$ cat src/rtl/cflow_pkg.sv
`timescale 1ns/1ps
package cflow_pkg;
  localparam int MODS_W = 6;
  localparam int BIT_REL  = 5;
  localparam int BIT_PUSH = 4;
  localparam int BIT_POP  = 3;
  localparam int BIT_SWI  = 2;

  typedef enum logic [1:0] {
    TOG_NONE0 = 2'b00,
    TOG_NONE1 = 2'b01,
    TOG_OFF   = 2'b10,
    TOG_ON    = 2'b11
  } tog_e;

  typedef struct packed {
    logic rel;
    logic push;
    logic pop;
    logic swi;
    tog_e tog;
  } cf_mods_t;
endpackage

$ cat src/rtl/cflow_irq_ctrl.sv
`timescale 1ns/1ps
module cflow_irq_ctrl
  import cflow_pkg::*;
(
  input  logic clk,
  input  logic rst,
  input  logic step,
  input  logic exec,
  input  tog_e tog,
  input  logic kbd_req,
  output logic ien_q,
  output logic ien_eff,
  output logic take_hw,
  output logic pending_q
);
  logic kbd_prev_q;
  logic rise;

  assign rise    = kbd_req & ~kbd_prev_q;
  assign take_hw = step & pending_q & ien_q;

  always_comb begin
    unique case (tog)
      TOG_OFF: ien_eff = 1'b0;
      TOG_ON:  ien_eff = 1'b1;
      default: ien_eff = ien_q;
    endcase
  end

  always_ff @(posedge clk) begin
    if (rst) begin
      ien_q      <= 1'b0;
      pending_q  <= 1'b0;
      kbd_prev_q <= 1'b0;
    end else begin
      kbd_prev_q <= kbd_req;
      pending_q  <= (pending_q & ~take_hw) | rise;
      if (step && exec && !take_hw)
        ien_q <= ien_eff;
    end
  end

  // toggle codes
  p_tog_off_r6: assert property (@(posedge clk) disable iff (rst)
    (step && exec && !take_hw && tog == TOG_OFF) |=> !ien_q);
  p_tog_on_r6: assert property (@(posedge clk) disable iff (rst)
    (step && exec && !take_hw && tog == TOG_ON) |=> ien_q);
  // a pending request survives while disabled
  p_pend_hold_r10: assert property (@(posedge clk) disable iff (rst)
    (pending_q && !ien_q) |=> pending_q);
  // entry clears the request unless a new edge arrives
  p_take_clears_r9: assert property (@(posedge clk) disable iff (rst)
    (take_hw && !rise) |=> !pending_q);
endmodule

$ cat src/rtl/cflow_next_pc.sv
`timescale 1ns/1ps
module cflow_next_pc
  import cflow_pkg::*;
#(
  parameter int WORD_W     = 16,
  parameter int PC_STEP    = 2,
  parameter int INT_VECTOR = 0
) (
  input  logic              step,
  input  logic              exec,
  input  logic              take_hw,
  input  logic              ien_eff,
  input  cf_mods_t          mods,
  input  logic [WORD_W-1:0] pc,
  input  logic [WORD_W-1:0] reg_operand,
  input  logic [WORD_W-1:0] stack_rdata,
  output logic [WORD_W-1:0] pc_next,
  output logic              do_push,
  output logic              do_pop,
  output logic              sw_jump
);
  localparam logic [WORD_W-1:0] STEP_V = WORD_W'(PC_STEP);
  localparam logic [WORD_W-1:0] VEC_V  = WORD_W'(INT_VECTOR);

  logic [WORD_W-1:0] target;
  logic [WORD_W-1:0] jump_pc;

  assign sw_jump = step & exec & ~take_hw & mods.swi & ien_eff;
  assign target  = mods.pop ? stack_rdata : reg_operand;
  assign jump_pc = mods.rel ? (pc + target) : target;

  always_comb begin
    pc_next = pc;
    do_push = 1'b0;
    do_pop  = 1'b0;
    if (step) begin
      if (take_hw) begin
        pc_next = VEC_V;
        do_push = 1'b1;
      end else if (exec) begin
        do_push = mods.push;
        if (sw_jump) begin
          pc_next = VEC_V;
        end else begin
          pc_next = jump_pc;
          do_pop  = mods.pop;
        end
      end else begin
        pc_next = pc + STEP_V;
      end
    end
  end
endmodule

$ cat src/rtl/cflow_stack_ptr.sv
`timescale 1ns/1ps
module cflow_stack_ptr #(
  parameter int WORD_W   = 16,
  parameter int SP_RESET = 0
) (
  input  logic              clk,
  input  logic              rst,
  input  logic              do_push,
  input  logic              do_pop,
  input  logic [WORD_W-1:0] push_val,
  output logic [WORD_W-1:0] sp_q,
  output logic              push_q,
  output logic [WORD_W-1:0] push_addr_q,
  output logic [WORD_W-1:0] push_data_q,
  output logic              pop_q
);
  localparam logic [WORD_W-1:0] ONE = WORD_W'(1);

  logic [WORD_W-1:0] after_pop;
  logic [WORD_W-1:0] after_push;

  assign after_pop  = do_pop  ? (sp_q + ONE)      : sp_q;
  assign after_push = do_push ? (after_pop - ONE) : after_pop;

  always_ff @(posedge clk) begin
    if (rst) begin
      sp_q        <= WORD_W'(SP_RESET);
      push_q      <= 1'b0;
      push_addr_q <= '0;
      push_data_q <= '0;
      pop_q       <= 1'b0;
    end else begin
      sp_q   <= after_push;
      push_q <= do_push;
      pop_q  <= do_pop;
      if (do_push) begin
        push_addr_q <= after_push;
        push_data_q <= push_val;
      end
    end
  end

  // lone push moves the pointer down and writes at the new top
  p_push_dec_r5: assert property (@(posedge clk) disable iff (rst)
    (do_push && !do_pop) |=> (sp_q == $past(sp_q) - ONE) && (push_addr_q == sp_q));
  // push with pop keeps the pointer and overwrites the top
  p_swap_keep_r5: assert property (@(posedge clk) disable iff (rst)
    (do_push && do_pop) |=> (sp_q == $past(sp_q)) && (push_addr_q == sp_q));
  // lone pop moves the pointer up
  p_pop_inc_r4: assert property (@(posedge clk) disable iff (rst)
    (do_pop && !do_push) |=> sp_q == $past(sp_q) + ONE);
endmodule

$ cat src/rtl/cflow_irq_unit.sv
`timescale 1ns/1ps
module cflow_irq_unit
  import cflow_pkg::*;
#(
  parameter int WORD_W     = 16,
  parameter int PC_STEP    = 2,
  parameter int SP_RESET   = 0,
  parameter int INT_VECTOR = 0
) (
  input  logic              clk,
  input  logic              rst,
  input  logic              step_valid,
  input  logic              is_cflow,
  input  logic              pred_pass,
  input  logic [5:0]        cf_mods,
  input  logic [WORD_W-1:0] reg_operand,
  input  logic [WORD_W-1:0] stack_rdata,
  input  logic              kbd_irq_req,
  output logic [WORD_W-1:0] pc_o,
  output logic [WORD_W-1:0] sp_o,
  output logic              ien_o,
  output logic              irq_taken_o,
  output logic              push_o,
  output logic [WORD_W-1:0] push_addr_o,
  output logic [WORD_W-1:0] push_data_o,
  output logic              pop_o
);
  localparam logic [WORD_W-1:0] VEC_V  = WORD_W'(INT_VECTOR);
  localparam logic [WORD_W-1:0] STEP_V = WORD_W'(PC_STEP);

  cf_mods_t          mods;
  logic              exec;
  logic              ien_eff;
  logic              take_hw;
  logic              pending;
  logic              do_push;
  logic              do_pop;
  logic              sw_jump;
  logic [WORD_W-1:0] pc_q;
  logic [WORD_W-1:0] pc_next;
  logic              taken_q;

  assign mods = cf_mods_t'(cf_mods);
  assign exec = is_cflow & pred_pass;

  cflow_irq_ctrl u_irq (
    .clk       (clk),
    .rst       (rst),
    .step      (step_valid),
    .exec      (exec),
    .tog       (mods.tog),
    .kbd_req   (kbd_irq_req),
    .ien_q     (ien_o),
    .ien_eff   (ien_eff),
    .take_hw   (take_hw),
    .pending_q (pending)
  );

  cflow_next_pc #(
    .WORD_W     (WORD_W),
    .PC_STEP    (PC_STEP),
    .INT_VECTOR (INT_VECTOR)
  ) u_npc (
    .step        (step_valid),
    .exec        (exec),
    .take_hw     (take_hw),
    .ien_eff     (ien_eff),
    .mods        (mods),
    .pc          (pc_q),
    .reg_operand (reg_operand),
    .stack_rdata (stack_rdata),
    .pc_next     (pc_next),
    .do_push     (do_push),
    .do_pop      (do_pop),
    .sw_jump     (sw_jump)
  );

  cflow_stack_ptr #(
    .WORD_W   (WORD_W),
    .SP_RESET (SP_RESET)
  ) u_sp (
    .clk         (clk),
    .rst         (rst),
    .do_push     (do_push),
    .do_pop      (do_pop),
    .push_val    (pc_q),
    .sp_q        (sp_o),
    .push_q      (push_o),
    .push_addr_q (push_addr_o),
    .push_data_q (push_data_o),
    .pop_q       (pop_o)
  );

  always_ff @(posedge clk) begin
    if (rst) begin
      pc_q    <= '0;
      taken_q <= 1'b0;
    end else begin
      pc_q    <= pc_next;
      taken_q <= take_hw;
    end
  end

  assign pc_o        = pc_q;
  assign irq_taken_o = taken_q;

  // idle cycles change nothing
  p_idle_hold_r11: assert property (@(posedge clk) disable iff (rst)
    !step_valid |=> $stable(pc_o) && $stable(sp_o) && $stable(ien_o) && !push_o && !pop_o);
  // non-executed steps advance sequentially
  p_seq_advance_r2: assert property (@(posedge clk) disable iff (rst)
    (step_valid && !exec && !take_hw) |=> (pc_o == $past(pc_o) + STEP_V) && !push_o && !pop_o);
  // keyboard entry lands on the vector with a push and no pop
  p_hw_vector_r9: assert property (@(posedge clk) disable iff (rst)
    irq_taken_o |-> (pc_o == VEC_V) && push_o && !pop_o);
  // software interrupt jump suppresses the pop
  p_sw_no_pop_r7: assert property (@(posedge clk) disable iff (rst)
    sw_jump |=> (pc_o == VEC_V) && !pop_o);
  // pushed word is the address of the instruction
  p_push_data_r5: assert property (@(posedge clk) disable iff (rst)
    push_o |-> push_data_o == $past(pc_o));
endmodule

$ cat config.mk
export PLATFORM = sky130hd
export DESIGN_NAME = cflow_irq_unit
export DESIGN_NICKNAME = d
export VERILOG_FILES = /design/src/rtl/cflow_pkg.sv /design/src/rtl/cflow_irq_ctrl.sv /design/src/rtl/cflow_next_pc.sv /design/src/rtl/cflow_stack_ptr.sv /design/src/rtl/cflow_irq_unit.sv
export SDC_FILE = /design/constraint.sdc
export NUM_CORES = 1
export LEC_CHECK = 0
export BUFFER_PORTS_ARGS = -buffer_cell sky130_fd_sc_hd__buf_2
export CAP_MARGIN = 20
export CORE_MARGIN = 1
export CORE_UTILIZATION = 51
export CTS_BUF_LIST = sky130_fd_sc_hd__clkbuf_4
export CTS_CLUSTER_SIZE = 30
export DETAILED_ROUTE_END_ITERATION = 16
export PLACE_DENSITY = 0.79
export SLEW_MARGIN = 20
export SYNTH_ARGS = -nofsm -noshare
export SYNTH_HDL_FRONTEND = slang
export SYNTH_SLANG_ARGS = --single-unit
$ cat constraint.sdc
create_clock -name clk -period 3.3 [get_ports clk]
set_input_delay 0.495 -clock clk [delete_from_list [all_inputs] [get_ports clk]]
set_output_delay 0.495 -clock clk [all_outputs]
set_load 0.01 [all_outputs]
==> impl_results.md, run 1 <==
* Drt total wl at roughly 14,000 um
* Global Route Usage Sum at 0.293
* Synth Net Count at 701
* Maximum VDD drop at 0.163 mV
* Routed Antenna Nets at 0
* Placed insts at between 800 and 900
* Leakage at 2.40 nW
* Drt drc at 0
* Mapped Cells at around 640
* Nets at approximately 800
* # rows at 35
* Final WS setup at roughly 0.23 ns
* Main area contributors after synthesis: dfxtp_1, nand2_1, a21oi_1, ha_1, mux2_2
* Synth Cell Area at between 4000 and 5000 um2
* Post-CTS Setup Bufs at 0
* Setup crit start: u_sp.sp_q[0]
* Pre-antenna DRT Iters at 6
* Crit Path Category: flip-flop to flip-flop
* Kind of end point of the critical path: flip-flop
* Sequential area share after synthesis at 0.287
* Routed vias/inst at 6.09
* CP Max Fanout at 8
* Hold Path Depth at 2
* Share of cells above drive strength 1 at 0.227
* Final Wtd Congestion at a little under 1
* Final Cycle Share at 0.929
* Setup violators final at 0
* Pins Over Slew Limit at 0
* Top post-synthesis cells by count: nand2_1, dfxtp_1, nor2_1, a21oi_1, o21ai_0
* First-pass GRT wire length at 23,800 um
* Die height at about 100 um
* Final Hold Vio Count at 0
* Synth-to-layout area growth at 16.9%
* Ys flop type: dfxtp_1
* Skew final at 0.0124 ns
* Vias in the first global route at between 5,000 and 6,000
* Tmin final at just over 3 ns
* R2R cell count at 8
* Yosys reg bits at 70
* Mapped Avg Cell Area at approximately 7.7 um2
* Run status: completed
* Hold Crit Class: input pin to flip-flop
* Pwr Total at ~1.8 mW
* Fin cells at 880
* Slowest cell on the critical path: or3_1
* CP Data Required Time at about 3.6 ns
* Worst-skew pair later-pin latency at around 0.43 ns
* Initial antenna violation count at 2
* Fmax at between 0.3 and 0.4 GHz
* Maxcap violations at 0
* EDFF count, synth at 0
* Routed WL per cell at between 15 and 20 um
* Clk buf depth at 2
* Post-CTS resize count at 0
* Synth area leader: dfxtp_1
* P per Cell Area at about 320 nW/um2
* Fin area at between 5000 and 6000 um2
* Port Buf Inserts at ~110
* H-Tree Depth at 3
* Initial Util at 0.528
* Final HPWL DP at ~11,000 um
* Fillers at between 800 and 900
* CP delay by family, top: simple AND/OR/NAND/NOR gates
* Buf/Inv on CP at 0
* Hold Crit Start: kbd_irq_req
* Largest net degree at the start of global routing at 48
* Placed cell areas at between 5000 and 6000 um2
* Synth warn at 0
* Grt ovf at 0
* WP depth at 8
* CP startpoint kind: flip-flop
* Arrival @ worst endpoint at approximately 3.4 ns
* Clk pin slew, worst setup/hold paths at 0.13 ns
* Setup TNS at 0 ns
* Hold buffers post-CTS at 0
* Synth unique cells at 70
* Io pins at 112
* Initial drt markers at between 300 and 400
* Worst-Margin Slew at around 0.73 ns
* Crit-path max cell delay at around 0.5 ns
* RSZ-0062 raised after global routing: no
* Core area at about 9200 um2
* DR vias at ~5,400
* FF-to-FF Start: u_sp.sp_q[0]
* Area of the multi-input gates at between 3000 and 4000 um2
* Yosys top cell area share at 0.287
* Place WS at 0.0188 ns
* TritonCTS buffer count at 9
* Max-slew headroom at 0.510
* Post-synth ARST share at 0
* CTS tree: yes
* Most common cell in the netlist: nand2_1
* Sequential Area at 1400 um2
* Clock Sinks at 70
* Root Buffer Master: clkbuf_4
* Die area at roughly 10000 um2
* Die width at roughly 100 um
* Critical path cell sequence: ha_1, and3_1, nand3_1, or4_1, a32o_2, or3_1, o21ai_1, mux2_2
==> sequential cells by signal, indices dropped and copies added (netlist names) <==
signal,count
pc_o,16
u_sp.push_addr_q,16
u_sp.push_data_q,16
u_sp.sp_q,16
irq_taken_o,1
u_irq.ien_q,1
u_irq.kbd_prev_q,1
u_irq.pending_q,1
u_sp.pop_q,1
u_sp.push_q,1
==> cell type report <==
class	count	area share
clock inverters	7	0.00723
clock buffers	9	0.0118
diodes	1	0.000438
flip-flops and latches	70	0.246
repair buffers	129	0.121
well taps	129	0.0283
multi-input cells	521	0.577
inverters	14	0.00921
==> layer usage <==
metal / part of all wire / global-route usage / vias to the layer above
met2: 0.49 / 0.497 / 247
li1: - / - / 2584
met5: 0.00091 / 0 / -
met4: 0.023 / 0.131 / 2
met3: 0.062 / 0.0508 / 38
met1: 0.43 / 0.365 / 2491
==> power by group <==
part,internal (mW),total (mW),switching [mW]
Combinational,0.182,0.428,0.246
Clock,0.148,0.476,0.329
Sequential,0.869,0.911,0.0419
==> cells in the final DEF, fill, tap and decap left out, drive strengths merged, types with 5 or more instances in the layout <==
| cell | n |
|---|---|
| a22oi | 6 |
| dfxtp | 70 |
| nor2 | 50 |
| a21o | 6 |
| inv | 13 |
| a21oi | 49 |
| o21bai | 5 |
| o21a | 9 |
| and2 | 8 |
| o21ai | 37 |
| a31oi | 11 |
| clkinv | 5 |
| nand4 | 11 |
| and3 | 13 |
| o211ai | 7 |
| nor3 | 23 |
| xnor2 | 17 |
| a211oi | 11 |
| ha | 18 |
| clkbuf | 9 |
| nand3b | 7 |
| mux2 | 20 |
| mux2i | 7 |
| or3 | 10 |
| buf | 129 |
| nand2 | 81 |
| a211o | 5 |
| nand3 | 29 |
| nor2b | 10 |
==> path summary, 6_finish.rpt <==
check / to / slack (ns)
setup reg to reg: u_sp.sp_q[15] / 0.23
hold / removal: u_irq.kbd_prev_q / 0.30
setup / recovery: u_sp.sp_q[15] / 0.23
hold reg to reg: u_sp.push_data_q[6] / 0.46
==> logic make-up after synthesis <==
family,Yosys count,synth area share
AND/OR/NAND/NOR,265,0.268
AO/OA/AOI/OAI,189,0.258
flip-flops,70,0.287
buffers and inverters,47,0.0395
multiplexers,27,0.0605
XOR/XNOR,21,0.0377
adder cells (fa/ha/maj),19,0.0502
==> per-stage QoR <==
step | util | hold slack [ns]
finish | 0.618 | 0.299
global route | 0.617 | 0.303
floorplan | - | 0.476
CTS | 0.617 | 0.287
detailed placement | 0.606 | 0.446
global placement | 0.606 | 0.441
(Power assumes the default switching activity.)
==> inputs of run 2 (changes only) <==
--- a/config.mk
+++ b/config.mk
@@ -5,7 +5,7 @@
 export SDC_FILE = /design/constraint.sdc
 export NUM_CORES = 1
 export LEC_CHECK = 0
-export BUFFER_PORTS_ARGS = -buffer_cell sky130_fd_sc_hd__buf_2
+export BUFFER_PORTS_ARGS = -buffer_cell sky130_fd_sc_hd__buf_4
 export CAP_MARGIN = 20
 export CORE_MARGIN = 1
 export CORE_UTILIZATION = 51
==> run 2 against run 1 <==
Utilization rose by 3.4 points. Clock power rose by 38%. Power is 11% higher. Cell count shrank 0.34%. Maximum frequency increased by 1.0%. Worst hold slack worse by 0.014 ns. Via count fell by 0.86%. Final area rose by 5.5%. Clock-buffer cell count is 1 higher. Critical endpoint is now u_sp.sp_q[13]. Sequential power about the same. Sequential cell count unchanged. Sequential share of layout area fell by 1.3 points.
==> impl_results.md, run 2 (synthesized netlist as in run 1, its figures left out) <==
* Run status: completed
* Hold buffers post-CTS at 0
* Tmin final at between 3 and 4 ns
* Area of the multi-input gates at approximately 3300 um2
* Pre-antenna DRT Iters at 5
* Io pins at 112
* Die width at 99.8 um
* Crit-path max cell delay at approximately 0.5 ns
* Clk buf depth at 2
* Maxcap violations at 0
* Crit Path Category: flip-flop to flip-flop
* Sequential Area at between 1000 and 1500 um2
* Commonest cells after routing, fill and taps aside: buf_4, nand2_1, dfxtp_1, nor2_1, a21oi_1
* Leakage at 2.45 nW
* P per Cell Area at around 330 nW/um2
* Worst-Margin Slew at between 0.8 and 0.9 ns
* CP Data Required Time at 3.65 ns
* Kind of end point of the critical path: flip-flop
* Setup TNS at 0 ns
* Initial antenna violation count at 0
* DR vias at 5,316
* Critical path cell sequence: ha_1, and3_1, nand3_1, or4_1, a32o_2, or3_1, mux2i_1, mux2_1
* Slowest cell on the critical path: or4_1
* First-pass GRT wire length at around 24,000 um
* Root Buffer Master: clkbuf_4
* Final HPWL DP at ~11,000 um
* Hold Path Depth at 2
* Setup violators final at 0
* RR Endpoint: u_sp.sp_q[13]
* Nets at ~800
* Die area at between 9000 and 10,000 um2
* Hold Crit Class: input pin to flip-flop
* Die height at 99.8 um
* Post-CTS Setup Bufs at 0
* Hold Crit Start: kbd_irq_req
* Fillers at between 700 and 800
* Maximum VDD drop at between 0.15 and 0.2 mV
* Most common cell after layout, fill and taps aside: buf_4
* Antenna diodes at 0
* Initial drt markers at around 370
* RSZ-0062 raised after global routing: no
* Pins Over Slew Limit at 0
* Max-slew headroom at 0.452
* Share of cells above drive strength 1 at 0.226
* TritonCTS buffer count at 9
* Drt drc at 0
* Core area at 9240 um2
* Hold Path End: u_irq.kbd_prev_q
* Drt total wl at 14,400 um
* Arrival @ worst endpoint at 3.39 ns
* Routed Antenna Nets at 0
* Final Cycle Share at 0.920
* CTS tree: yes
* Clock Sinks at 70
* Final Hold Vio Count at 0
* Largest net degree at the start of global routing at 42
* Pwr Total at about 2.0 mW
* Routed WL per cell at between 15 and 20 um
* FF-to-FF Start: u_sp.sp_q[0]
* H-Tree Depth at 3
* Port Buf Inserts at 111
* CP Max Fanout at 8
* Synth-to-layout area growth at 23.3%
* R2R cell count at 8
* Fmax at around 0.33 GHz
* Post-CTS resize count at 0
* Skew final at 0.0166 ns
* Routed vias/inst at between 6 and 7
* Initial Util at 0.528
* Clk pin slew, worst setup/hold paths at approximately 0.13 ns
* Grt ovf at 0
* Worst-skew pair later-pin latency at 0.45 ns
* # rows at 35
* Vias in the first global route at approximately 5,000
* Final Wtd Congestion at between 0.9 and 1
* CP startpoint kind: flip-flop
* Util after Layout at 0.652
* Global Route Usage Sum at 0.298
* Worst reg2reg setup slack at 0.26 ns
run 2: cell types whose count changed in the layout (fill, tap and decap cells not counted), moves of 2 or more:
cell        before  now
bufinv_16        0    2
clkinvlp_4       3    1
buf_2          111    0
buf_4           18  127
run 2: worst max-delay path, delay by kind of cell (launching register included):
kind                     cells  cell delay (ns)
multiplexers                 2             0.52
AND/OR/NAND/NOR              4             1.36
AO/OA/AOI/OAI                1             0.32
flip-flops                   1             0.49
adder cells (fa/ha/maj)      1             0.26
run 2: how the worst max path moves through the flow:
stage | cells after the start | slack [ns] | from | to
2_1_floorplan | 11 | 0.07 | cf_mods[3] | pc_o[13]
3_3_place_gp | 10 | 0.15 | cf_mods[3] | pc_o[13]
3_5_place_dp | 10 | 0.11 | cf_mods[3] | pc_o[13]
4_1_cts | 8 | 0.27 | u_sp.sp_q[0] | u_sp.sp_q[13]
5_1_grt | 8 | 0.11 | u_sp.sp_q[0] | u_sp.sp_q[13]
6_report | 8 | 0.26 | u_sp.sp_q[0] | u_sp.sp_q[13]
run 2: layout make-up:
class	count	share of cell area
Tap cell	129	0.0268
Multi-Input combinational cell	521	0.547
Inverter	14	0.00873
Clock buffer	10	0.0125
Timing Repair Buffer	127	0.158
Clock inverter	6	0.0143
Sequential cell	70	0.233
run 2: metal layers:
metal / GRT usage / up-vias / share of wire
met3: 0.0446 / 22 / 0.066
li1: - / 2580 / -
met1: 0.371 / 2481 / 0.42
met5: 0 / - / 0
met2: 0.515 / 233 / 0.50
met4: 0.121 / 0 / 0.018
run 2: per-stage QoR:
| stage | area (um2) | cells | setup slack [ns] | hold slack (ns) |
|---|---|---|---|---|
| floorplan | 4880 | 638 | 0.0735 | 0.476 |
| global placement | 5860 | 861 | 0.147 | 0.441 |
| detailed placement | 5860 | 861 | 0.109 | 0.450 |
| CTS | 6020 | 877 | 0.268 | 0.267 |
| global route | 6020 | 877 | 0.106 | 0.295 |
| finish | 6020 | 877 | 0.263 | 0.285 |
run 2: where the power goes:
| part | internal (mW) | total [mW] | leakage, nW | switching (mW) |
|---|---|---|---|---|
| registers | 0.869 | 0.912 | 0.567 | 0.0423 |
| clock network | 0.314 | 0.655 | 0.0864 | 0.341 |
| logic | 0.204 | 0.449 | 1.80 | 0.245 |
